[src/rtl/hist_pkg.sv]
package hist_pkg;

  typedef enum logic [1:0] {
    ST_IDLE  = 2'd0,
    ST_CAPT  = 2'd1,
    ST_JUDGE = 2'd2,
    ST_FIN   = 2'd3
  } hist_state_e;

  // expected minus acquired
  function automatic int bin_delta(input int exp_cnt, input int got_cnt);
    return exp_cnt - got_cnt;
  endfunction

  // magnitude strictly above the allowance
  function automatic logic beyond_tol(input int delta, input int tol);
    int mag;
    mag = (delta < 0) ? -delta : delta;
    return (mag > tol);
  endfunction

  // bin expected to fill but never hit
  function automatic logic starved_bin(input int exp_cnt, input int got_cnt);
    return (got_cnt == 0) && (exp_cnt != 0);
  endfunction

endpackage

[src/rtl/hist_ctrl.sv]
module hist_ctrl
  import hist_pkg::*;
#(
  parameter int CODE_W = 4,
  parameter int TGT_W  = 12
) (
  input  logic              clk,
  input  logic              rst_n,
  input  logic              start_i,
  input  logic              clear_i,
  input  logic              smp_valid_i,
  input  logic [TGT_W-1:0]  target_i,
  output logic              accept_o,
  output logic              scan_en_o,
  output logic [CODE_W-1:0] scan_idx_o,
  output logic              done_o
);
  localparam int NBINS = 1 << CODE_W;

  hist_state_e       state_q;
  logic [TGT_W-1:0]  seen_q;
  logic [TGT_W-1:0]  seen_nx;
  logic [CODE_W-1:0] idx_q;
  logic              last_smp;
  logic              last_idx;

  assign seen_nx    = seen_q + 1'b1;
  assign accept_o   = (state_q == ST_CAPT) && smp_valid_i && !clear_i && !start_i;
  assign scan_en_o  = (state_q == ST_JUDGE) && !clear_i && !start_i;
  assign scan_idx_o = idx_q;
  assign done_o     = (state_q == ST_FIN);
  assign last_smp   = accept_o && (seen_nx == target_i);
  assign last_idx   = (idx_q == CODE_W'(NBINS - 1));

  always_ff @(posedge clk or negedge rst_n) begin
    if (!rst_n) begin
      state_q <= ST_IDLE;
      seen_q  <= '0;
      idx_q   <= '0;
    end else if (clear_i) begin
      state_q <= ST_IDLE;
      seen_q  <= '0;
      idx_q   <= '0;
    end else if (start_i) begin
      state_q <= ST_CAPT;
      seen_q  <= '0;
      idx_q   <= '0;
    end else begin
      case (state_q)
        ST_CAPT: begin
          if (accept_o) seen_q <= seen_nx;
          if (last_smp) begin
            state_q <= ST_JUDGE;
            idx_q   <= '0;
          end
        end
        ST_JUDGE: begin
          idx_q <= idx_q + 1'b1;
          if (last_idx) state_q <= ST_FIN;
        end
        default: ;
      endcase
    end
  end

  // the final sample hands over to the comparison walk
  assert_end_capture_R3: assert property (@(posedge clk) disable iff (!rst_n)
    last_smp |=> (state_q == ST_JUDGE) && (idx_q == '0));

  // done holds until a start or clear
  assert_done_hold_R3: assert property (@(posedge clk) disable iff (!rst_n)
    (done_o && !clear_i && !start_i) |=> done_o);

endmodule

[src/rtl/hist_bins.sv]
module hist_bins #(
  parameter int CODE_W = 4,
  parameter int CNT_W  = 8
) (
  input  logic              clk,
  input  logic              rst_n,
  input  logic              clear_i,
  input  logic              inc_i,
  input  logic [CODE_W-1:0] inc_code_i,
  input  logic              exp_we_i,
  input  logic [CODE_W-1:0] exp_idx_i,
  input  logic [CNT_W-1:0]  exp_val_i,
  input  logic [CODE_W-1:0] rd_a_idx_i,
  output logic [CNT_W-1:0]  got_a_o,
  output logic [CNT_W-1:0]  exp_a_o,
  input  logic [CODE_W-1:0] rd_b_idx_i,
  output logic [CNT_W-1:0]  got_b_o,
  output logic [CNT_W-1:0]  exp_b_o,
  output logic              ovf_o
);
  localparam int NBINS = 1 << CODE_W;
  localparam logic [CNT_W-1:0] CNT_MAX = {CNT_W{1'b1}};

  logic [CNT_W-1:0] got_q [NBINS];
  logic [CNT_W-1:0] exp_q [NBINS];
  logic [CNT_W-1:0] hit_cnt;
  logic             sat_hit;
  logic             ovf_q;

  assign hit_cnt = got_q[inc_code_i];
  assign sat_hit = inc_i && (hit_cnt == CNT_MAX);
  assign got_a_o = got_q[rd_a_idx_i];
  assign exp_a_o = exp_q[rd_a_idx_i];
  assign got_b_o = got_q[rd_b_idx_i];
  assign exp_b_o = exp_q[rd_b_idx_i];
  assign ovf_o   = ovf_q;

  for (genvar b = 0; b < NBINS; b++) begin : g_bin
    always_ff @(posedge clk or negedge rst_n) begin
      if (!rst_n)
        got_q[b] <= '0;
      else if (clear_i)
        got_q[b] <= '0;
      else if (inc_i && !sat_hit && (inc_code_i == CODE_W'(b)))
        got_q[b] <= got_q[b] + 1'b1;
    end

    always_ff @(posedge clk or negedge rst_n) begin
      if (!rst_n)
        exp_q[b] <= '0;
      else if (exp_we_i && (exp_idx_i == CODE_W'(b)))
        exp_q[b] <= exp_val_i;
    end
  end

  always_ff @(posedge clk or negedge rst_n) begin
    if (!rst_n)       ovf_q <= 1'b0;
    else if (clear_i) ovf_q <= 1'b0;
    else if (sat_hit) ovf_q <= 1'b1;
  end

  // an accepted sample raises its bin by exactly one
  assert_bin_step_R1: assert property (@(posedge clk) disable iff (!rst_n)
    (inc_i && !sat_hit && !clear_i) |=> got_q[$past(inc_code_i)] == $past(hit_cnt) + 1'b1);

  // a full bin stays full and flags overflow
  assert_no_wrap_R2: assert property (@(posedge clk) disable iff (!rst_n)
    (sat_hit && !clear_i) |=> (got_q[$past(inc_code_i)] == CNT_MAX) && ovf_o);

  // clear empties the bin seen on read port A
  assert_clear_R4: assert property (@(posedge clk) disable iff (!rst_n)
    clear_i |=> (got_a_o == '0) && !ovf_o);

endmodule

[src/rtl/hist_judge.sv]
module hist_judge
  import hist_pkg::*;
#(
  parameter int CODE_W = 4,
  parameter int CNT_W  = 8
) (
  input  logic              clk,
  input  logic              rst_n,
  input  logic              restart_i,
  input  logic              scan_en_i,
  input  logic [CODE_W-1:0] scan_idx_i,
  input  logic [CNT_W-1:0]  got_i,
  input  logic [CNT_W-1:0]  exp_i,
  input  logic [CNT_W-1:0]  tol_i,
  output logic              fail_o,
  output logic              empty_o,
  output logic [CODE_W-1:0] fbin_o
);
  int          delta;
  logic        over;
  logic        starved;
  logic        bad_bin;
  logic        found_q;
  logic        fail_q;
  logic        empty_q;
  logic [CODE_W-1:0] fbin_q;

  assign delta   = bin_delta(int'(exp_i), int'(got_i));
  assign over    = scan_en_i && beyond_tol(delta, int'(tol_i));
  assign starved = scan_en_i && starved_bin(int'(exp_i), int'(got_i));
  assign bad_bin = over || starved;

  always_ff @(posedge clk or negedge rst_n) begin
    if (!rst_n) begin
      fail_q  <= 1'b0;
      empty_q <= 1'b0;
      found_q <= 1'b0;
      fbin_q  <= '0;
    end else if (restart_i) begin
      fail_q  <= 1'b0;
      empty_q <= 1'b0;
      found_q <= 1'b0;
      fbin_q  <= '0;
    end else begin
      if (over)    fail_q  <= 1'b1;
      if (starved) empty_q <= 1'b1;
      if (bad_bin && !found_q) begin
        found_q <= 1'b1;
        fbin_q  <= scan_idx_i;
      end
    end
  end

  assign fail_o  = fail_q;
  assign empty_o = empty_q;
  assign fbin_o  = fbin_q;

  // an expected bin left empty is reported
  assert_starved_R7: assert property (@(posedge clk) disable iff (!rst_n)
    (starved && !restart_i) |=> empty_o);

  // the first offending bin is the one recorded
  assert_first_bin_R11: assert property (@(posedge clk) disable iff (!rst_n)
    (bad_bin && !found_q && !restart_i) |=> (fbin_o == $past(scan_idx_i)));

  // a tolerance breach is reported
  assert_tol_R6: assert property (@(posedge clk) disable iff (!rst_n)
    (over && !restart_i) |=> fail_o);

endmodule

[src/rtl/hist_tdr.sv]
module hist_tdr #(
  parameter int CODE_W = 4,
  parameter int CNT_W  = 8
) (
  input  logic                                  clk,
  input  logic                                  rst_n,
  input  logic                                  clear_i,
  input  logic                                  cap_i,
  input  logic                                  shift_i,
  input  logic                                  upd_i,
  input  logic                                  ref_load_i,
  input  logic                                  tdi_i,
  input  logic [CODE_W+CNT_W+CNT_W+1+4-1:0]     cap_word_i,
  output logic                                  tdo_o,
  output logic [CODE_W-1:0]                     ptr_o,
  output logic                                  exp_we_o,
  output logic [CNT_W-1:0]                      exp_val_o
);
  localparam int W = CODE_W + CNT_W + CNT_W + 1 + 4;

  logic [W-1:0]      sr_q;
  logic [CODE_W-1:0] ptr_q;

  always_ff @(posedge clk or negedge rst_n) begin
    if (!rst_n)       sr_q <= '0;
    else if (cap_i)   sr_q <= cap_word_i;
    else if (shift_i) sr_q <= {tdi_i, sr_q[W-1:1]};
  end

  always_ff @(posedge clk or negedge rst_n) begin
    if (!rst_n)       ptr_q <= '0;
    else if (clear_i) ptr_q <= '0;
    else if (upd_i)   ptr_q <= ptr_q + 1'b1;
  end

  assign tdo_o     = sr_q[0];
  assign ptr_o     = ptr_q;
  assign exp_we_o  = upd_i && ref_load_i && !clear_i;
  assign exp_val_o = sr_q[CODE_W +: CNT_W];

  // capture loads the assembled word
  assert_capture_R8: assert property (@(posedge clk) disable iff (!rst_n)
    cap_i |=> (sr_q == $past(cap_word_i)));

  // shift moves toward bit 0 with tdi at the top
  assert_shift_R9: assert property (@(posedge clk) disable iff (!rst_n)
    (shift_i && !cap_i) |=> (sr_q[W-1] == $past(tdi_i)) && (sr_q[W-2:0] == $past(sr_q[W-1:1])));

  // update steps the pointer by one
  assert_ptr_step_R10: assert property (@(posedge clk) disable iff (!rst_n)
    (upd_i && !clear_i) |=> (ptr_q == $past(ptr_q) + 1'b1));

endmodule

[src/rtl/hist_bist.sv]
module hist_bist
  import hist_pkg::*;
#(
  parameter int CODE_W = 4,
  parameter int CNT_W  = 8,
  parameter int TGT_W  = 12
) (
  input  logic              clk,
  input  logic              rst_n,
  input  logic              start_i,
  input  logic              clear_i,
  input  logic [TGT_W-1:0]  target_i,
  input  logic [CNT_W-1:0]  tol_i,
  input  logic              smp_valid_i,
  input  logic [CODE_W-1:0] smp_code_i,
  input  logic              tap_capture_i,
  input  logic              tap_shift_i,
  input  logic              tap_update_i,
  input  logic              ref_load_i,
  input  logic              tdi_i,
  output logic              tdo_o,
  output logic              done_o,
  output logic              fail_o,
  output logic              empty_o,
  output logic              overflow_o,
  output logic [CODE_W-1:0] fault_bin_o
);
  localparam int DW    = CNT_W + 1;
  localparam int TDR_W = CODE_W + CNT_W + DW + 4;

  logic              accept;
  logic              scan_en;
  logic [CODE_W-1:0] scan_idx;
  logic [CODE_W-1:0] ptr;
  logic              exp_we;
  logic [CNT_W-1:0]  exp_val;
  logic [CNT_W-1:0]  got_s;
  logic [CNT_W-1:0]  exp_s;
  logic [CNT_W-1:0]  got_p;
  logic [CNT_W-1:0]  exp_p;
  logic [DW-1:0]     diff_p;
  logic [TDR_W-1:0]  cap_word;
  logic              restart;

  assign restart = start_i | clear_i;
  assign diff_p  = DW'(bin_delta(int'(exp_p), int'(got_p)));
  assign cap_word = {overflow_o, empty_o, fail_o, done_o, diff_p, got_p, ptr};

  hist_ctrl #(.CODE_W(CODE_W), .TGT_W(TGT_W)) u_ctrl (
    .clk        (clk),
    .rst_n      (rst_n),
    .start_i    (start_i),
    .clear_i    (clear_i),
    .smp_valid_i(smp_valid_i),
    .target_i   (target_i),
    .accept_o   (accept),
    .scan_en_o  (scan_en),
    .scan_idx_o (scan_idx),
    .done_o     (done_o)
  );

  hist_bins #(.CODE_W(CODE_W), .CNT_W(CNT_W)) u_bins (
    .clk        (clk),
    .rst_n      (rst_n),
    .clear_i    (clear_i),
    .inc_i      (accept),
    .inc_code_i (smp_code_i),
    .exp_we_i   (exp_we),
    .exp_idx_i  (ptr),
    .exp_val_i  (exp_val),
    .rd_a_idx_i (scan_idx),
    .got_a_o    (got_s),
    .exp_a_o    (exp_s),
    .rd_b_idx_i (ptr),
    .got_b_o    (got_p),
    .exp_b_o    (exp_p),
    .ovf_o      (overflow_o)
  );

  hist_judge #(.CODE_W(CODE_W), .CNT_W(CNT_W)) u_judge (
    .clk        (clk),
    .rst_n      (rst_n),
    .restart_i  (restart),
    .scan_en_i  (scan_en),
    .scan_idx_i (scan_idx),
    .got_i      (got_s),
    .exp_i      (exp_s),
    .tol_i      (tol_i),
    .fail_o     (fail_o),
    .empty_o    (empty_o),
    .fbin_o     (fault_bin_o)
  );

  hist_tdr #(.CODE_W(CODE_W), .CNT_W(CNT_W)) u_tdr (
    .clk        (clk),
    .rst_n      (rst_n),
    .clear_i    (clear_i),
    .cap_i      (tap_capture_i),
    .shift_i    (tap_shift_i),
    .upd_i      (tap_update_i),
    .ref_load_i (ref_load_i),
    .tdi_i      (tdi_i),
    .cap_word_i (cap_word),
    .tdo_o      (tdo_o),
    .ptr_o      (ptr),
    .exp_we_o   (exp_we),
    .exp_val_o  (exp_val)
  );

  // nothing is counted once the run has ended
  assert_ignore_late_R12: assert property (@(posedge clk) disable iff (!rst_n)
    done_o |-> !accept);

endmodule

[config.mk]
export PLATFORM = sky130hd
export DESIGN_NAME = hist_bist
export DESIGN_NICKNAME = d
export VERILOG_FILES = /design/src/rtl/hist_pkg.sv /design/src/rtl/hist_ctrl.sv /design/src/rtl/hist_bins.sv /design/src/rtl/hist_judge.sv /design/src/rtl/hist_tdr.sv /design/src/rtl/hist_bist.sv
export SDC_FILE = /design/constraint.sdc
export NUM_CORES = 1
export LEC_CHECK = 0
export BUFFER_PORTS_ARGS = -buffer_cell sky130_fd_sc_hd__buf_2
export CELL_PAD_IN_SITES_DETAIL_PLACEMENT = 2
export CELL_PAD_IN_SITES_GLOBAL_PLACEMENT = 2
export CORE_MARGIN = 2
export CORE_UTILIZATION = 45
export CTS_CLUSTER_SIZE = 10
export DETAILED_ROUTE_END_ITERATION = 12
export GPL_TIMING_DRIVEN = 0
export PLACE_DENSITY = 0.85
export SETUP_SLACK_MARGIN = 0.02
export SLEW_MARGIN = 10
export SYNTH_ARGS = -nofsm -noshare
export SYNTH_HDL_FRONTEND = slang
export SYNTH_SLANG_ARGS = --single-unit
[constraint.sdc]
create_clock -name clk -period 7.7 [get_ports clk]
set_input_delay 1.54 -clock clk [delete_from_list [all_inputs] [get_ports clk]]
set_output_delay 1.54 -clock clk [all_outputs]
set_load 0.02 [all_outputs]
==> summary.txt <==
Setup path
  – Required time worst endpoint: 8.18 ns
  – WS Path Type: reg -> reg
  – WP buf/inv: 2
  – Crit path largest cell delay: 0.85 ns
  – Reg-to-reg slack, setup: between 0.4 and 0.5 ns
  – Critical path, cell by cell: buf_1, clkbuf_8, mux4_1, a221oi_1, ha_1, nor2b_1, o21a_1, o21ai_1, a21oi_1, o22ai_1, a21oi_1, a211oi_1, xor2_1, ha_1, nand4_1, nor2_1, nand2_1, o21ai_0, a211o_1, o31ai_4, o21bai_4, mux2i_1
  – CP max stage cell: buf_1
  – WP data arrival: around 7.7 ns
  – Critical path endpoint category: flip-flop
  – Crit-path leading delay family: compound AO/OA/AOI/OAI gates
  – CP Max Fanout: 10
  – Crit start category: flip-flop

Floorplanning
  – Core footprint: about 0.043 mm²
  – Top Ports: 43
  – Die area: 0.0449 mm²
  – Row count: 76
  – Die H: around 210 µm
  – Width of the die: approximately 210 µm
  – Initial Util: 0.453

STA
  – Worst-Margin Slew: between 1 and 1.5 ns
  – Fin Clk Skew: between 0.015 and 0.02 ns
  – Final setup viols: 0
  – Final hold vios: 0
  – Slew HR: 0.0782
  – Final Cycle Share: 0.941
  – Min Tclk post-route: between 7 and 8 ns
  – Pins over their slew limit: 0
  – Unrepaired setup endpoints after global routing: no
  – F_max: between 100 and 150 MHz

Logic synthesis
  – Synth top cells by count: 311 x dfrtp_1, 156 x nor2_1, 142 x nand2_1
  – Sequential share of the synthesized area: 0.401
  – Synthesized cell area: between 0.015 and 0.02 mm²
  – Top cells by area, synth: dfrtp_1 40%, mux4_2 14%, mux2_2 7.5%
  – Post-synthesis compound-gate area fraction: 0.0594
  – Post-synth top area share: 0.401
  – Count leader, synth: dfrtp_1
  – #FFs+latches synth: between 300 and 400
  – Synth area leader: dfrtp_1
  – Largest family of logic cells by synthesized area: multiplexers
  – Async set-reset flop share out of synthesis: 1.00
  – EDFF count, synth: 0
  – Synth Flop Type: dfrtp_1
  – Synth unique cells: around 90
  – Synthesized-area fraction occupied by adder cells: 0.0339
  – Synth warn: 0
  – Area share of xor/xnor cells in the synthesized design: 0.0527
  – Mux contribution to synthesized area: 0.275
  – Syn Area/Cell: 11.7 µm²
  – Synth Area in Simple Gates: 0.143
  – Syn Inst Count: ~1700
  – Syn_nets: 1748

Routing
  – Final WL: roughly 83 mm
  – DR WL/cell: around 35 µm
  – 1st-pass router iterations: 6
  – DRT iter0 DRCs: 1884
  – Remaining DRCs: 0
  – Via count: between 15000 and 20000
  – Final antenna-violating net count: 0
  – Drt via density: a little under 7

CTS
  – Clock-pin slew on the worst setup and hold paths: ~0.050 ns
  – CTS Root Cell: clkbuf_16
  – CTS Buf Count: 39
  – Clock sink count: ~310
  – Max clock buf depth: 3
  – TritonCTS clock tree: done
  – Post-CTS Setup Repair Bufs: 0
  – Worst skew pair latency: 0.58 ns
  – Post_cts resized: 0
  – Hold buffer count at CTS: 0
  – H-tree depth: 2

Global route
  – Antenna violations before repair: 6
  – First-pass GRT wire length: 124 mm
  – Pin count of the biggest net entering global routing: 115
  – Vias in the first global route: 18071
  – Gr usage total: 0.379
  – Global route total overflow: 0

Layout
  – Fin cells: 2350
  – Design Area, Final: about 0.022 mm²
  – Area Overhead vs Synth: 11.2%
  – Share of post-route cells with drive strength above 1: 0.231
  – Final nets: approximately 1800

Power and ir drop
  – Pwr/cell area: ~180 mW/mm²
  – Leakage: around 9.2 nW
  – Maximum vdd drop: 0.145 mV

Run
  – Maxcap violations: 0

Status
  – Status: finished clean

Placement
  – Dpl hpwl: between 50 and 60 mm
  – Dpl cells: roughly 2300
  – GP Congestion: roughly 0.94
  – Buffers on Ports: 38
  – Placed instance area: 0.0204 mm²

Min path
  – HP Class: reg -> reg
## through the flow
step	hold slack (ns)	setup WS, ns	util	setup TNS [ns]	power (mW)
5_1_grt	0.548	0.279	0.504	0	3.87
3_3_place_gp	0.499	-1.00	0.475	-301.06	1.96
2_1_floorplan	0.475	2.61	-	0	1.85
6_report	0.530	0.456	0.504	0	3.78
3_5_place_dp	0.518	1.01	0.476	0	1.98
4_1_cts	0.532	0.715	0.504	0	3.79
## metal layers
metal | track usage | part of all wire
met1 | 0.463 | 0.37
met2 | 0.592 | 0.45
met3 | 0.107 | 0.096
met4 | 0.244 | 0.075
met5 | 0 | 0
## worst paths after layout
path                       cells past startpoint                             start                       endpoint
setup / recovery                              22  u_ctrl.scan_idx_o[1]$_DFFE_PN0P_  u_judge.fbin_o[1]$_DFFE_PN0P_
min in group asynchronous                      1                             rst_n   u_ctrl.seen_q[5]$_DFFE_PN0P_
setup reg to reg                              22  u_ctrl.scan_idx_o[1]$_DFFE_PN0P_  u_judge.fbin_o[1]$_DFFE_PN0P_
hold reg to reg                                1     u_bins.exp_q[123]$_DFFE_PN0P_  u_bins.exp_q[123]$_DFFE_PN0P_
max in group asynchronous                      2                             rst_n   u_bins.exp_q[59]$_DFFE_PN0P_
hold / removal                                 1     u_bins.exp_q[123]$_DFFE_PN0P_  u_bins.exp_q[123]$_DFFE_PN0P_
## cell usage in the layout (no fill, tap or decap), types with 5 or more instances in the layout
cell and instances:
a211oi_1 8, a21o_1 8, a21oi_1 28, a22oi_1 13
a31oi_1 9, and2_1 10, and3_1 26, and4_1 7
buf_1 16, buf_2 44, clkbuf_1 51, clkbuf_16 39
clkbuf_8 12, dfrtp_1 311, diode_2 7, ha_1 51
inv_1 37, mux2_2 130, mux2i_1 44, mux4_1 24
mux4_2 125, nand2_1 142, nand2b_1 9, nand3_1 50
nand4_1 51, nor2_1 156, nor2b_1 13, nor3_1 23
nor3_2 7, nor3b_1 5, nor4_1 11, o211ai_1 5
o21a_1 6, o21ai_0 57, or2_2 8, or3_1 10
or4_1 5, xnor2_1 41, xor2_1 76
## flip-flops by register name, summed over array words and instances (netlist names)
name	count
u_judge.fbin_o	4
u_judge.empty_o	1
u_bins.exp_q	128
u_tdr.ptr_o	4
u_judge.fail_o	1
u_bins.ovf_o	1
u_ctrl.scan_idx_o	4
u_ctrl.seen_q	12
u_ctrl.state_q	2
u_bins.got_q	128
u_judge.found_q	1
u_tdr.sr_q	25
## final cells by class
class / instances / area, µm²
diodes: 7 / 17.5
plain buffers: 89 / 527
clock buffers: 49 / 1050
clock inverters: 7 / 121
fillers: 4135 / 21300
inverters: 40 / 150
multi-input cells: 1222 / 11000
flip-flops and latches: 311 / 7780
well taps: 585 / 732
repair buffers: 40 / 255
## report_power, final
part / switching [mW] / internal [mW]
Clock: 0.765 / 1.06
Sequential: 0.0120 / 1.65
Combinational: 0.209 / 0.0926
Total: 0.986 / 2.80
## worst reg2reg max path: stages (launching register included)
cell and delay [ns]:
dfrtp_1 0.45, buf_1 0.85, clkbuf_8 0.41, mux4_1 0.43, a221oi_1 0.72, ha_1 0.42
nor2b_1 0.17, o21a_1 0.26, o21ai_1 0.37, a21oi_1 0.27, o22ai_1 0.69, a21oi_1 0.18
a211oi_1 0.27, xor2_1 0.11, ha_1 0.34, nand4_1 0.14, nor2_1 0.17, nand2_1 0.08
o21ai_0 0.09, a211o_1 0.17, o31ai_4 0.11, o21bai_4 0.23, mux2i_1 0.23
## cells by family after synthesis
logic type	Yosys count
simple gates	555
mux	323
flops	311
compound gates	175
buf+inv	129
xor+xnor	117
fa+ha+maj	52
(Power assumes the default switching activity.)
